[src/rtl/rf_pkg.sv]
package rf_pkg;

    localparam int RF_DATA_W   = 32;
    localparam int RF_NUM_REGS = 8;
    localparam int RF_SEL_W    = 4;

    // Decoded selector: whether it names a real word, and that word's index.
    typedef struct packed {
        logic                hit;
        logic [RF_SEL_W-1:0] idx;
    } rf_sel_t;

    function automatic rf_sel_t rf_classify(input logic [RF_SEL_W-1:0] sel,
                                            input logic [RF_SEL_W-1:0] first_none);
        rf_sel_t r;
        r.hit = (sel < first_none);
        r.idx = sel;
        return r;
    endfunction

endpackage

[src/rtl/rf_sel_decode.sv]
module rf_sel_decode
    import rf_pkg::*;
#(
    parameter int NUM_REGS = RF_NUM_REGS
) (
    input  logic [RF_SEL_W-1:0] sel,
    output logic                hit,
    output logic [NUM_REGS-1:0] onehot
);
    localparam logic [RF_SEL_W-1:0] FIRST_NONE = RF_SEL_W'(NUM_REGS);

    rf_sel_t dec;

    always_comb dec = rf_classify(sel, FIRST_NONE);

    assign hit = dec.hit;

    for (genvar i = 0; i < NUM_REGS; i++) begin : g_line
        assign onehot[i] = dec.hit && (dec.idx == RF_SEL_W'(i));
    end

endmodule

[src/rtl/rf_word_array.sv]
module rf_word_array
    import rf_pkg::*;
#(
    parameter int DATA_W   = RF_DATA_W,
    parameter int NUM_REGS = RF_NUM_REGS
) (
    input  logic                              clk,
    input  logic                              rst,
    input  logic [NUM_REGS-1:0]               we,
    input  logic [DATA_W-1:0]                 wdata,
    output logic [NUM_REGS-1:0][DATA_W-1:0]   words
);

    for (genvar i = 0; i < NUM_REGS; i++) begin : g_word
        always_ff @(posedge clk) begin
            if (rst) begin
                words[i] <= '0;
            end else if (we[i]) begin
                words[i] <= wdata;
            end
        end
    end

endmodule

[src/rtl/rf_read_port.sv]
module rf_read_port
    import rf_pkg::*;
#(
    parameter int DATA_W   = RF_DATA_W,
    parameter int NUM_REGS = RF_NUM_REGS
) (
    input  logic [NUM_REGS-1:0][DATA_W-1:0]   words,
    input  logic [RF_SEL_W-1:0]               sel,
    output logic [DATA_W-1:0]                 data
);
    logic                hit;
    logic [NUM_REGS-1:0] pick;

    rf_sel_decode #(.NUM_REGS(NUM_REGS)) i_dec (
        .sel    (sel),
        .hit    (hit),
        .onehot (pick)
    );

    // AND-OR select: an empty one-hot vector yields zero.
    always_comb begin
        data = '0;
        for (int i = 0; i < NUM_REGS; i++) begin
            if (pick[i]) data = data | words[i];
        end
    end

    logic unused_hit;
    assign unused_hit = hit;

endmodule

[src/rtl/regfile_2r1w.sv]
module regfile_2r1w
    import rf_pkg::*;
#(
    parameter int DATA_W   = RF_DATA_W,
    parameter int NUM_REGS = RF_NUM_REGS
) (
    input  logic                clk,
    input  logic                rst,
    input  logic [RF_SEL_W-1:0] rd_a_sel,
    output logic [DATA_W-1:0]   rd_a_data,
    input  logic [RF_SEL_W-1:0] rd_b_sel,
    output logic [DATA_W-1:0]   rd_b_data,
    input  logic [RF_SEL_W-1:0] wr_sel,
    input  logic [DATA_W-1:0]   wr_data
);
    logic                            wr_hit;
    logic [NUM_REGS-1:0]             wr_onehot;
    logic [NUM_REGS-1:0][DATA_W-1:0] words;

    rf_sel_decode #(.NUM_REGS(NUM_REGS)) i_wr_dec (
        .sel    (wr_sel),
        .hit    (wr_hit),
        .onehot (wr_onehot)
    );

    rf_word_array #(.DATA_W(DATA_W), .NUM_REGS(NUM_REGS)) i_array (
        .clk   (clk),
        .rst   (rst),
        .we    (wr_onehot),
        .wdata (wr_data),
        .words (words)
    );

    rf_read_port #(.DATA_W(DATA_W), .NUM_REGS(NUM_REGS)) i_rd_a (
        .words (words),
        .sel   (rd_a_sel),
        .data  (rd_a_data)
    );

    rf_read_port #(.DATA_W(DATA_W), .NUM_REGS(NUM_REGS)) i_rd_b (
        .words (words),
        .sel   (rd_b_sel),
        .data  (rd_b_data)
    );

    logic unused_wr_hit;
    assign unused_wr_hit = wr_hit;

endmodule

[config.mk]
export PLATFORM = sky130hd
export DESIGN_NAME = regfile_2r1w
export DESIGN_NICKNAME = d
export VERILOG_FILES = /design/src/rtl/rf_pkg.sv /design/src/rtl/rf_sel_decode.sv /design/src/rtl/rf_word_array.sv /design/src/rtl/rf_read_port.sv /design/src/rtl/regfile_2r1w.sv
export SDC_FILE = /design/constraint.sdc
export NUM_CORES = 1
export LEC_CHECK = 0
export ABC_CLOCK_PERIOD_IN_PS = 3090
export BUFFER_PORTS_ARGS = -buffer_cell sky130_fd_sc_hd__buf_2
export CELL_PAD_IN_SITES_DETAIL_PLACEMENT = 2
export CELL_PAD_IN_SITES_GLOBAL_PLACEMENT = 2
export CORE_MARGIN = 3
export CORE_UTILIZATION = 35
export DETAILED_ROUTE_END_ITERATION = 6
export HOLD_SLACK_MARGIN = 0.1
export PLACE_DENSITY_LB_ADDON = 0.1
export SETUP_SLACK_MARGIN = 0.1
export SKIP_LAST_GASP = 1
export SYNTH_ARGS = -nofsm -noshare
export SYNTH_HDL_FRONTEND = slang
export SYNTH_HIERARCHICAL = 1
export SYNTH_SLANG_ARGS = --single-unit
[constraint.sdc]
create_clock -name clk -period 3.09 [get_ports clk]
set_input_delay 0.927 -clock clk [delete_from_list [all_inputs] [get_ports clk]]
set_output_delay 0.927 -clock clk [all_outputs]
set_load 0.03 [all_outputs]
======== After elaboration in Yosys (flattened, before gate mapping) ========
Cells that the tools add are included.
storage, ports and cells
  bits in registers ....................... 256
  input port bits ......................... 46
  output and inout bits ................... 64
  word-level logic and storage cells ...... 89
cells by class
  magnitude comparators ................... 3
  equal/unequal tests ..................... 21
  multiplexer cells ....................... 16
  bitwise gates (word level) .............. 14
  reduce and logical (&&, ||, !) cells .... 27
operators with widths
  operator              count
  $mux W32              16
  $or A32 B32 Y32       14
  $eq A4 B3 Y1 const B  12
  $eq A4 B2 Y1 const B  6
  $logic_and A1 B1 Y1   24
  $eq A4 B1 Y1 const B  3
  $logic_not A4 Y1      3
  $lt A4 B4 Y1 const B  3

======== Logic depth before layout (Yosys ltp) ========
Gate-level depths: netlist of the first run.
  depth in word-level cells ............... 17
  mapped depth ............................ 6
  gate-level depth less buffers ........... 3

======== By module ========
The synthesis of the first run kept the hierarchy.
modules (own cells, without submodules)
  module         instances  cells each  area each (um^2)  sequential area each (um^2)
  rf_word_array  1          860         9,521.6           5,124.9
  rf_read_port   2          184         1,318.8           0.0
  rf_sel_decode  3          10          87.6              0.0

======== Worst setup path before layout of the first run ========
OpenSTA, ideal clock, no wires.
  path kind ............................... in2out
  start point ............................. in rd_a_sel[3]
  end point ............................... out rd_a_data[0]
  data arrival time ....................... 2,396 ps
  data required time ...................... 2,163 ps
  slack ................................... -233 ps
  cell stages on the path ................. 5
  buffers on the path ..................... 2
  cell sequence ........................... buf_6 nor4b_1 buf_6 a22oi_1 nand4_1
between the ends
  elaborated cells on any way between the ends .. 32
  those cells by class .................... 1 x order compare; 7 x eq/ne; 8 x mux; 7 x bitwise; 9 x reduce/logical
RTL lines
  what                                                 line                               RTL
  start, declared                                      regfile_2r1w.sv:9                  input logic [RF_SEL_W-1:0] rd_a_sel,
  $lt A4 B4 Y1 / $eq A4 B3 Y1 (equally long branches)  rf_pkg.sv:16, rf_sel_decode.sv:19
  $logic_and A1 B1 Y1 *                                rf_sel_decode.sv:19                assign onehot[i] = dec.hit && (dec.idx == RF_SEL_W'(i));
  via i_rd_a.pick[4]                                   rf_read_port.sv:12                 logic [NUM_REGS-1:0] pick;
  $mux W32 *                                           rf_read_port.sv:24                 if (pick[i]) data = data | words[i];
  $or A32 B32 Y32                                      rf_read_port.sv:24
  $mux W32 *                                           rf_read_port.sv:24
  $or A32 B32 Y32                                      rf_read_port.sv:24
  $mux W32 *                                           rf_read_port.sv:24
  $or A32 B32 Y32                                      rf_read_port.sv:24
  $mux W32 *                                           rf_read_port.sv:24
  end, declared                                        regfile_2r1w.sv:10                 output logic [DATA_W-1:0] rd_a_data,
Mark *: on every way through the listed nets, which the timed path passes. The rest lies on a longest branch.

======== Final worst setup path of the first run ========
  start point ............................. in rd_a_sel[2]
  end point ............................... out rd_a_data[16]
between the ends
  elaborated cells on any way between the ends .. 32
  those cells by class .................... 1 x order compare; 7 x eq/ne; 8 x mux; 7 x bitwise; 9 x reduce/logical
RTL lines
  what                                                 line
  $lt A4 B4 Y1 / $eq A4 B3 Y1 (equally long branches)  rf_pkg.sv:16, rf_sel_decode.sv:19
  $logic_and A1 B1 Y1 *                                rf_sel_decode.sv:19
  via i_rd_a.pick[5]                                   rf_read_port.sv:12
  $mux W32 *                                           rf_read_port.sv:24
  $or A32 B32 Y32                                      rf_read_port.sv:24
  $mux W32 *                                           rf_read_port.sv:24
  $or A32 B32 Y32                                      rf_read_port.sv:24
  $mux W32 *                                           rf_read_port.sv:24
Marked as above.

==> results of run 1 <==
-- power groups by stage --
| stage | clock, W | sequential (W) | combinational [W] |
|---|---|---|---|
| CTS | 0.00400 | 0.00344 | 0.000825 |
| floorplan | 0 | 0.00349 | 0.000413 |
| global route | 0.00415 | 0.00346 | 0.000886 |
| global placement | 0 | 0.00350 | 0.000643 |
| finish | 0.00398 | 0.00345 | 0.000850 |
| detailed placement | 0 | 0.00350 | 0.000657 |
-- metal layers --
metal  up-vias  share of wire [%]
met2       403                 46
met5         -                  0
met4         0                3.4
met3       118                6.3
li1       4901                  -
met1      5940                 44
-- path summary, 6_finish.rpt --
path                           start  depth (start not counted)                  to  slack [ns]
hold / removal     i_array/words[39]                          2   i_array/words[39]        0.53
hold reg to reg    i_array/words[39]                          2   i_array/words[39]        0.53
setup reg to reg  i_array/words[235]                          2  i_array/words[235]        2.30
setup / recovery         rd_a_sel[2]                          7       rd_a_data[16]       -0.22
-- cells in the final DEF, fill, tap and decap left out, drive strengths merged --
cell type and n:
bufinv 5, bufbuf 1, nor4b 9, nor4bb 9, dfxtp 256, a22oi 256, buf 238, and4b 3
nor4 3, clkinv 3, mux2i 256, clkbuf 48, nor2 256, nand4 64
-- worst max-delay path: stages --
cell,delay (ns)
buf_4,0.17
nor4bb_4,0.16
buf_4,0.18
buf_12,0.17
a22oi_1,0.25
nand4_1,0.27
buf_6,0.23
-- through the flow --
| stage | setup TNS [ns] | setup WS [ns] | std cells |
|---|---|---|---|
| finish | -7.769 | -0.2189 | 1862 |
| global route | -10.71 | -0.2372 | 1862 |
| CTS | -6.217 | -0.1393 | 1862 |
| detailed placement | -12.91 | -0.2812 | 1750 |
| global placement | -11.63 | -0.2655 | 1750 |
| floorplan | 0 | 0.09174 | 1255 |
-- what timing repair did --
action / 4_1_cts / 5_1_grt
endpoints found under the hold margin: 0 / 0
pin swaps: 81 / 49
endpoints found under the setup margin: 64 / 64
setup buffers: 29 / 2
resized for setup: 299 / 35
cloned: 29 / 0
hold buffers: 0 / 0
-- cell type report --
| cell class | count | area share (%) |
|---|---|---|
| multi-input cells | 856 | 40.42 |
| flip-flops and latches | 256 | 29.96 |
| repair buffers | 240 | 19.86 |
| clock buffers | 47 | 5.471 |
| well taps | 455 | 3.328 |
| clock inverters | 8 | 0.9654 |
==> impl_metrics.ini, run 1 <==
[cells_and_area]
diodes = 0
final_area_sq_mm = 0.01711
syn_to_final_growth_pct = 37.85
reg_top3 = i_array/words: 256 flops
final_nets = 1430
seq_area_sq_mm = 0.005125
multiInputGateArea_sq_mm = 0.006915
final_core_util_pct = 49.28
fill_cells = 3459
largest_register = i_array/words
largest_register_ff_count = 256
drive_above_1_share_pct = 30.35

[routing]
first_pass_iters = 5
first_iter_violations = 976
route.antenna.remaining_nets = 0
viasPerCell = 6.102
routed_wl_microns = 59510
drc_errors = 0
via_count = 11362
post_drt_wl_per_cell_microns = 31.96

[power_and_ir_drop]
vdd.ir_drop.worst_uv = 393.1
leakagePower_nw = 5.844
clkPwrFrac_pct = 48.1
power.switching_w = 0.002081
p_seq_share_pct = 41.7
switching_share_pct = 25.13
design_power_total_w = 0.008281
p_comb_share_pct = 10.3
internal_power_w = 0.006200
p_per_area_mw_per_mm2 = 484.0

[place]
portBuffers = 109
gp_congestion = 0.7463
placed_area_sq_mm = 0.01372
post-dp-hpwl_microns = 28180

[die]
die_y_microns = 194.3
die_area_sq_mm = 0.03775
coreArea_sq_mm = 0.03471
num_rows = 68
start_util_pct = 35.75
die_x_microns = 194.3
pin_count = 110

[timing]
timing.hold.ws_ns = 0.5346
final.period_utilization_pct = 107.1
maxSlewViolCount = 0
hold_viol = 0
fin_worst_skew_ns = 0
finalSetupViolCount = 64
rsz0062_at_grt = true
max_freq_ghz = 0.3022
slew_headroom_pct = 56.42
setup_slack_ns = -0.2189
period_needed_ns = 3.309
worstMarginPinSlew_ns = 0.6537

[cts]
numCtsBuffers = 30
cts_sinks = 256
clock_latency_ns = 0.56
htree_levels = 1
path_clk_slew_ns = 0.06
clk_path_buf_depth = 3
cts_root_buffer = clkbuf_16
cts_tree = built

[global_route]
busiest_layer = met2
grt_max_degree = 70
use_met2_pct = 49.92
grt_pass1_wl_microns = 86800
antenna_found_initial = 0
grt_pass1_vias = 12438
globalRouteMet3Util_pct = 6.622
grt_usage_pct = 30.52
grt_util_met1_pct = 40.22
grt-ovfl-total = 0

[logic_synthesis]
synth_nets = 1301
synth_warnings = 6
syn_area_per_cell_sq_um = 9.889
synth_area_sq_mm = 0.01241
syn_inst = 1255

[worst_setup_path]
critPathLaunchType = input pin
end_kind = primary output
critPathMaxFanout = 14
cp_data_arrival_time_ns = 2.38
crit_required_ns = 2.16
crit_type = input pin to primary output

[min_path]
hp-class = flip-flop to flip-flop

[outcome]
status = complete, but fails checks
violations = setup timing

[flow_run]
cap_violations = 0
Power figures use the tool's default switching activity.
==> run 2, diff against run 1 <==
--- a/config.mk
+++ b/config.mk
@@ -5,12 +5,13 @@
 export SDC_FILE = /design/constraint.sdc
 export NUM_CORES = 1
 export LEC_CHECK = 0
+export ABC_AREA = 1
 export ABC_CLOCK_PERIOD_IN_PS = 3090
 export BUFFER_PORTS_ARGS = -buffer_cell sky130_fd_sc_hd__buf_2
 export CELL_PAD_IN_SITES_DETAIL_PLACEMENT = 2
 export CELL_PAD_IN_SITES_GLOBAL_PLACEMENT = 2
 export CORE_MARGIN = 3
-export CORE_UTILIZATION = 35
+export CORE_UTILIZATION = 28
 export DETAILED_ROUTE_END_ITERATION = 6
 export HOLD_SLACK_MARGIN = 0.1
 export PLACE_DENSITY_LB_ADDON = 0.1
==> run 2 against run 1 <==
Net effect:
- the run still ends with setup timing left
- register-to-register slack is essentially flat
- sequential power increased by 3%
- utilization fell by 9.6 points
- flip-flop and latch count unchanged
- design area increased by 14%
- combinational power increased by 27%
- sequential share of layout area down 3.7 points
- power up 4.3%
- clock skew unchanged
- largest cell class unchanged
- largest power group unchanged
- highest routed layer is now met5
==> impl_metrics.ini, run 2 <==
[timing]
fin_worst_skew_ns = 0
fin_tns_setup_ns = -1.023
maxSlewViolCount = 0
setup_slack_ns = -0.06685
period_needed_ns = 3.157
worstMarginPinSlew_ns = 0.5293
slew_headroom_pct = 64.63
rsz0062_at_grt = true
max_freq_ghz = 0.3168
hold_viol = 0
final.period_utilization_pct = 102.2
finalSetupViolCount = 36

[outcome]
status = complete, but fails checks
violations = setup timing

[global_route]
grt_pass1_wl_microns = 101500
grt_usage_pct = 24.92
grt-ovfl-total = 0
antenna_found_initial = 1
grt_pass1_vias = 17137
grt_max_degree = 72

[logic_synthesis]
synthAdderAreaFrac_pct = 0
ys_top_cells_by_area = dfxtp_1, nand2_1, nor2_1, buf_6, buf_2
ys_seq_area_share_pct = 36.60
ys_async_sr_fraction_pct = 0
synth_nets = 2505
synth_edf_count = 0
synth_xor_area_share_pct = 0
syn_inst = 2459
synth-main-ff-cell = dfxtp_1
synthMuxAreaShare_pct = 0
synth_top_family_by_area = simple AND/OR/NAND/NOR gates
synth_area_sq_mm = 0.01400
synth_compound_area_share_pct = 0
syn_area_per_cell_sq_um = 5.695
yosys.area_share.simple_pct = 54.41
synth_warnings = 6
netlist-cell-type-count = 10
netlist.area_leader.share_pct = 36.60
synth_common_cells = nand2_1, nor2_1, dfxtp_1
yosysMostFrequentCell = nand2_1
yosys.area.top_type = dfxtp_1
synth_seq_cells = 256

[cells_and_area]
largest_register_ff_count = 256
syn_to_final_growth_pct = 39.43
largest_register = i_array/words
final_area_sq_mm = 0.01953
final_nets = 2649
final_cell_mix = nand2_1, nor2_1, dfxtp_1, nand2_2, buf_6
diodes = 0
drive_above_1_share_pct = 21.83
reg_top3 = i_array/words: 256 flops
final_core_util_pct = 39.72
final_common_cell = nand2_1

[cts]
htree_levels = 2
clk_path_buf_depth = 3
path_clk_slew_ns = 0.05
ctsHoldBuffers = 0
cts_tree = built
cts_sinks = 256
cts_root_buffer = clkbuf_16
numCtsBuffers = 35
clock_latency_ns = 0.54

[worst_setup_path]
r2r-start = i_array/words[97]
critPathLaunchType = input pin
startpoint = rd_a_sel[0]
crit_required_ns = 2.16
crit_type = input pin to primary output
critPathMaxFanout = 8
cp_data_arrival_time_ns = 2.23
end_kind = primary output
r2r_cells = 2

[place]
gp_congestion = 0.7611
post-dp-hpwl_microns = 39480
place_ws_ns = -0.1797
placed_area_sq_mm = 0.01556
portBuffers = 109

[routing]
first_pass_iters = 4
via_count = 15967
viasPerCell = 4.855
drc_errors = 0
post_drt_wl_per_cell_microns = 21.85
first_iter_violations = 815
route.antenna.remaining_nets = 0
routed_wl_microns = 71870

[die]
die_x_microns = 229.6
die_area_sq_mm = 0.05273
num_rows = 81
die_y_microns = 229.6
coreArea_sq_mm = 0.04915
pin_count = 110
start_util_pct = 28.49

[power_and_ir_drop]
leakagePower_nw = 9.873
design_power_total_w = 0.008639
vdd.ir_drop.worst_uv = 262.5
p_per_area_mw_per_mm2 = 442.4

[flow_run]
cap_violations = 0

[min_path]
holdPathStages = 2
hp-class = flip-flop to flip-flop
min_from = i_array/words[119]
[run 2: worst max-delay path: stages]
cell and delay [ns]:
buf_8 0.11, inv_8 0.06, nand2_8 0.05, buf_6 0.11, nor2_4 0.22, buf_12 0.16, buf_12 0.16, nand2_4 0.05
nand2_2 0.06, nor2_1 0.04, nand2_1 0.11, buf_6 0.15
[run 2: path summary, 6_finish.rpt]
| kind | end | slack [ns] |
|---|---|---|
| setup reg to reg | i_array/words[97] | 2.29 |
| hold / removal | i_array/words[119] | 0.49 |
| hold reg to reg | i_array/words[119] | 0.49 |
| setup / recovery | rd_a_data[8] | -0.07 |
[run 2: final cells by class]
type                    count  area, sq um
inverters                  45        236.5
well taps                 664        830.8
repair buffers            239         3297
multi-input cells        2026         8942
flip-flops and latches    256         5125
fillers                  5930        29630
clock buffers              51         1028
clock inverters             8        65.06
[run 2: timing repair]
item                                    4_1_cts  5_1_grt
resized for setup                           335      238
buffers inserted                             25       15
cloned                                       15        7
endpoints found under the setup margin       64       64
pin swaps                                    90      130
[run 2: cell families (layout without fill, tap and decap cells)]
family                 after synthesis  in the layout
flip-flops                         256            256
AND/OR/NAND/NOR                   2026           2026
buffers and inverters              177            343
[run 2: per-layer routing]
| metal | share of wire, % | global-route usage, % |
|---|---|---|
| met4 | 4.0 | 9.176 |
| met5 | 0.017 | 0 |
| met2 | 50 | 45.26 |
| met3 | 3.4 | 3.806 |
| met1 | 42 | 29.52 |
[run 2: stage by stage]
stage	instances	hold slack [ns]
2_1_floorplan	2459	0.4631
6_report	3289	0.4872
3_3_place_gp	3170	0.4731
4_1_cts	3269	0.4910
3_5_place_dp	3170	0.4830
5_1_grt	3289	0.5133
[run 2: power by group]
part | switching [W] | leakage [nW] | internal, W
sequential | 0.000117 | 2.08 | 0.00342
combinational | 0.000686 | 7.25 | 0.000396
clock | 0.00164 | 0.544 | 0.00238
==> run 3, diff against run 2 <==
--- a/config.mk
+++ b/config.mk
@@ -7,12 +7,13 @@
 export LEC_CHECK = 0
 export ABC_AREA = 1
 export ABC_CLOCK_PERIOD_IN_PS = 3090
-export BUFFER_PORTS_ARGS = -buffer_cell sky130_fd_sc_hd__buf_2
 export CELL_PAD_IN_SITES_DETAIL_PLACEMENT = 2
 export CELL_PAD_IN_SITES_GLOBAL_PLACEMENT = 2
 export CORE_MARGIN = 3
-export CORE_UTILIZATION = 28
+export CORE_UTILIZATION = 31
+export CTS_BUF_LIST = sky130_fd_sc_hd__clkbuf_8
 export DETAILED_ROUTE_END_ITERATION = 6
+export DONT_BUFFER_PORTS = 1
 export HOLD_SLACK_MARGIN = 0.1
 export PLACE_DENSITY_LB_ADDON = 0.1
 export SETUP_SLACK_MARGIN = 0.1
==> run 3 against run 2 <==
Net effect:
- the run now ends clean
- die area shrank 9.4%
- sequential share of layout area rose by 2.3 points
- utilization rose by 0.68 points
- design area decreased by 8.1%
- highest routed layer is now met4
==> impl_metrics.ini, run 3 (synthesized netlist as in run 2, its figures left out) <==
[worst_setup_path]
cp_data_arrival_time_ns = 2.13
critPathMaxFanout = 6
worstPathCellList = clkinvlp_4 > nand2_4 > nor2_4 > buf_12 > clkbuf_16 > nand2_2 > nand2_1 > nor2_1 > nand2_2 > buf_12
crit_slowest_cell = clkbuf_16
critPathLaunchType = input pin
slowest_delay_ns = 0.17
crit_required_ns = 2.16
end_kind = primary output
crit_type = input pin to primary output

[global_route]
grt_pass1_vias = 16562
antenna_found_initial = 1
grt_max_degree = 82
grt_usage_pct = 24.81
grt_pass1_wl_microns = 92390
grt-ovfl-total = 0

[die]
num_rows = 77
die_area_sq_mm = 0.04776
die_y_microns = 218.5
start_util_pct = 31.53
pin_count = 110
coreArea_sq_mm = 0.04441
die_x_microns = 218.5

[power_and_ir_drop]
p_seq_share_pct = 42.6
p_comb_share_pct = 11.4
vdd.ir_drop.worst_uv = 241.7
internal_power_w = 0.005908
switching_share_pct = 28.46
power.switching_w = 0.002350
clkPwrFrac_pct = 46.0
leakagePower_nw = 8.653
p_per_area_mw_per_mm2 = 460.3

[timing]
hold_viol = 0
final.period_utilization_pct = 98.98
worstMarginPinSlew_ns = 0.7079
slew_headroom_pct = 52.81
finalSetupViolCount = 0
fin_worst_skew_ns = 0
fin_tns_setup_ns = 0
rsz0062_at_grt = true
period_needed_ns = 3.059
maxSlewViolCount = 0
max_freq_ghz = 0.3270

[cells_and_area]
largest_register_ff_count = 256
final_nets = 2580
syn_to_final_growth_pct = 28.13
final_cell_mix = nand2_1, nor2_1, dfxtp_1, buf_12, clkbuf_8
reg_top3 = i_array/words: 256 flops
largest_register = i_array/words
final_core_util_pct = 40.40
fill_cells = 5445
final_common_cell = nand2_1
drive_above_1_share_pct = 13.84
multiInputGateArea_sq_mm = 0.008112
seq_area_sq_mm = 0.005125

[cts]
clock_latency_ns = 0.65
cts_tree = built
clk_path_buf_depth = 3
cts_root_buffer = clkbuf_8
path_clk_slew_ns = 0.05
ctsHoldBuffers = 0
cts_sinks = 256
htree_levels = 2
numCtsBuffers = 53

[routing]
viasPerCell = 4.925
route.antenna.remaining_nets = 0
first_pass_iters = 4
drc_errors = 0
first_iter_violations = 742
routed_wl_microns = 63760
post_drt_wl_per_cell_microns = 20.14
via_count = 15594

[place]
gp_congestion = 0.7787
post-dp-hpwl_microns = 38020
portBuffers = 0

[flow_run]
cap_violations = 0

[min_path]
hp-class = flip-flop to flip-flop

[outcome]
status = completed
[run 3: cell types whose count changed in the layout (fill, tap and decap cells not counted), sizes merged]
| cell | delta |
|---|---|
| clkinvlp | +4 |
| diode | +1 |
| bufinv | -1 |
| clkbuf | +27 |
| inv | +15 |
| buf | -89 |
| clkinv | -8 |
[run 3: final timing paths]
path,cells past startpoint,slack [ns],startpoint,to
setup reg to reg,2,2.38,i_array/words[127],i_array/words[127]
hold reg to reg,2,0.48,i_array/words[205],i_array/words[205]
hold / removal,2,0.48,i_array/words[205],i_array/words[205]
setup / recovery,10,0.03,rd_a_sel[0],rd_a_data[1]
[run 3: critical path: cells and delay by family]
kind | cells | cell delay (ns)
and+or+nand+nor | 6 | 0.60
buffers and inverters | 4 | 0.59
[run 3: power groups by stage]
stage          Sequential, W  Combinational (W)  Clock, W
2_1_floorplan        0.00355           0.000545         0
3_3_place_gp         0.00357           0.000828         0
3_5_place_dp         0.00358           0.000866         0
4_1_cts              0.00351           0.000889   0.00392
5_1_grt              0.00353            0.00103   0.00412
6_report             0.00352           0.000944   0.00380
[run 3: cell type report]
cell class / count / share of cell area [%]
clock inverter: 18 / 0.4324
antenna: 1 / 0.01395
sequential: 256 / 28.56
clock buffer: 76 / 5.830
inverter: 45 / 1.067
tap: 592 / 4.128
multi-input combinational: 2026 / 45.21
timing repair buffer: 152 / 14.76
[run 3: routing by layer]
layer / GRT usage [%] / vias up / wire length (microns)
met5: 0 / - / 0
met4: 6.632 / 0 / 2058
met3: 3.546 / 120 / 2192
met2: 46.83 / 259 / 32430
met1: 29.10 / 7798 / 27080
li1: - / 7417 / -
[run 3: per-stage QoR]
| stage | std cells | instance area, sq um | total power [W] | setup WS (ns) | hold WS [ns] |
|---|---|---|---|---|---|
| CTS | 3140 | 17210 | 0.008319 | 0.05405 | 0.4901 |
| detailed placement | 3040 | 15890 | 0.004447 | 0.01995 | 0.4822 |
| global route | 3166 | 17940 | 0.008678 | 0.02777 | 0.5114 |
| finish | 3166 | 17940 | 0.008258 | 0.03145 | 0.4836 |
| global placement | 3040 | 15890 | 0.004401 | 0.03673 | 0.4718 |
| floorplan | 2459 | 14000 | 0.004099 | 0.3027 | 0.4631 |
[run 3: timing repair]
action,4_1_cts,5_1_grt
hold endpoints to repair,0,0
setup buffers,4,15
setup endpoints to repair,54,64
resized for setup,22,119
pin swaps,5,48
gates cloned,2,10
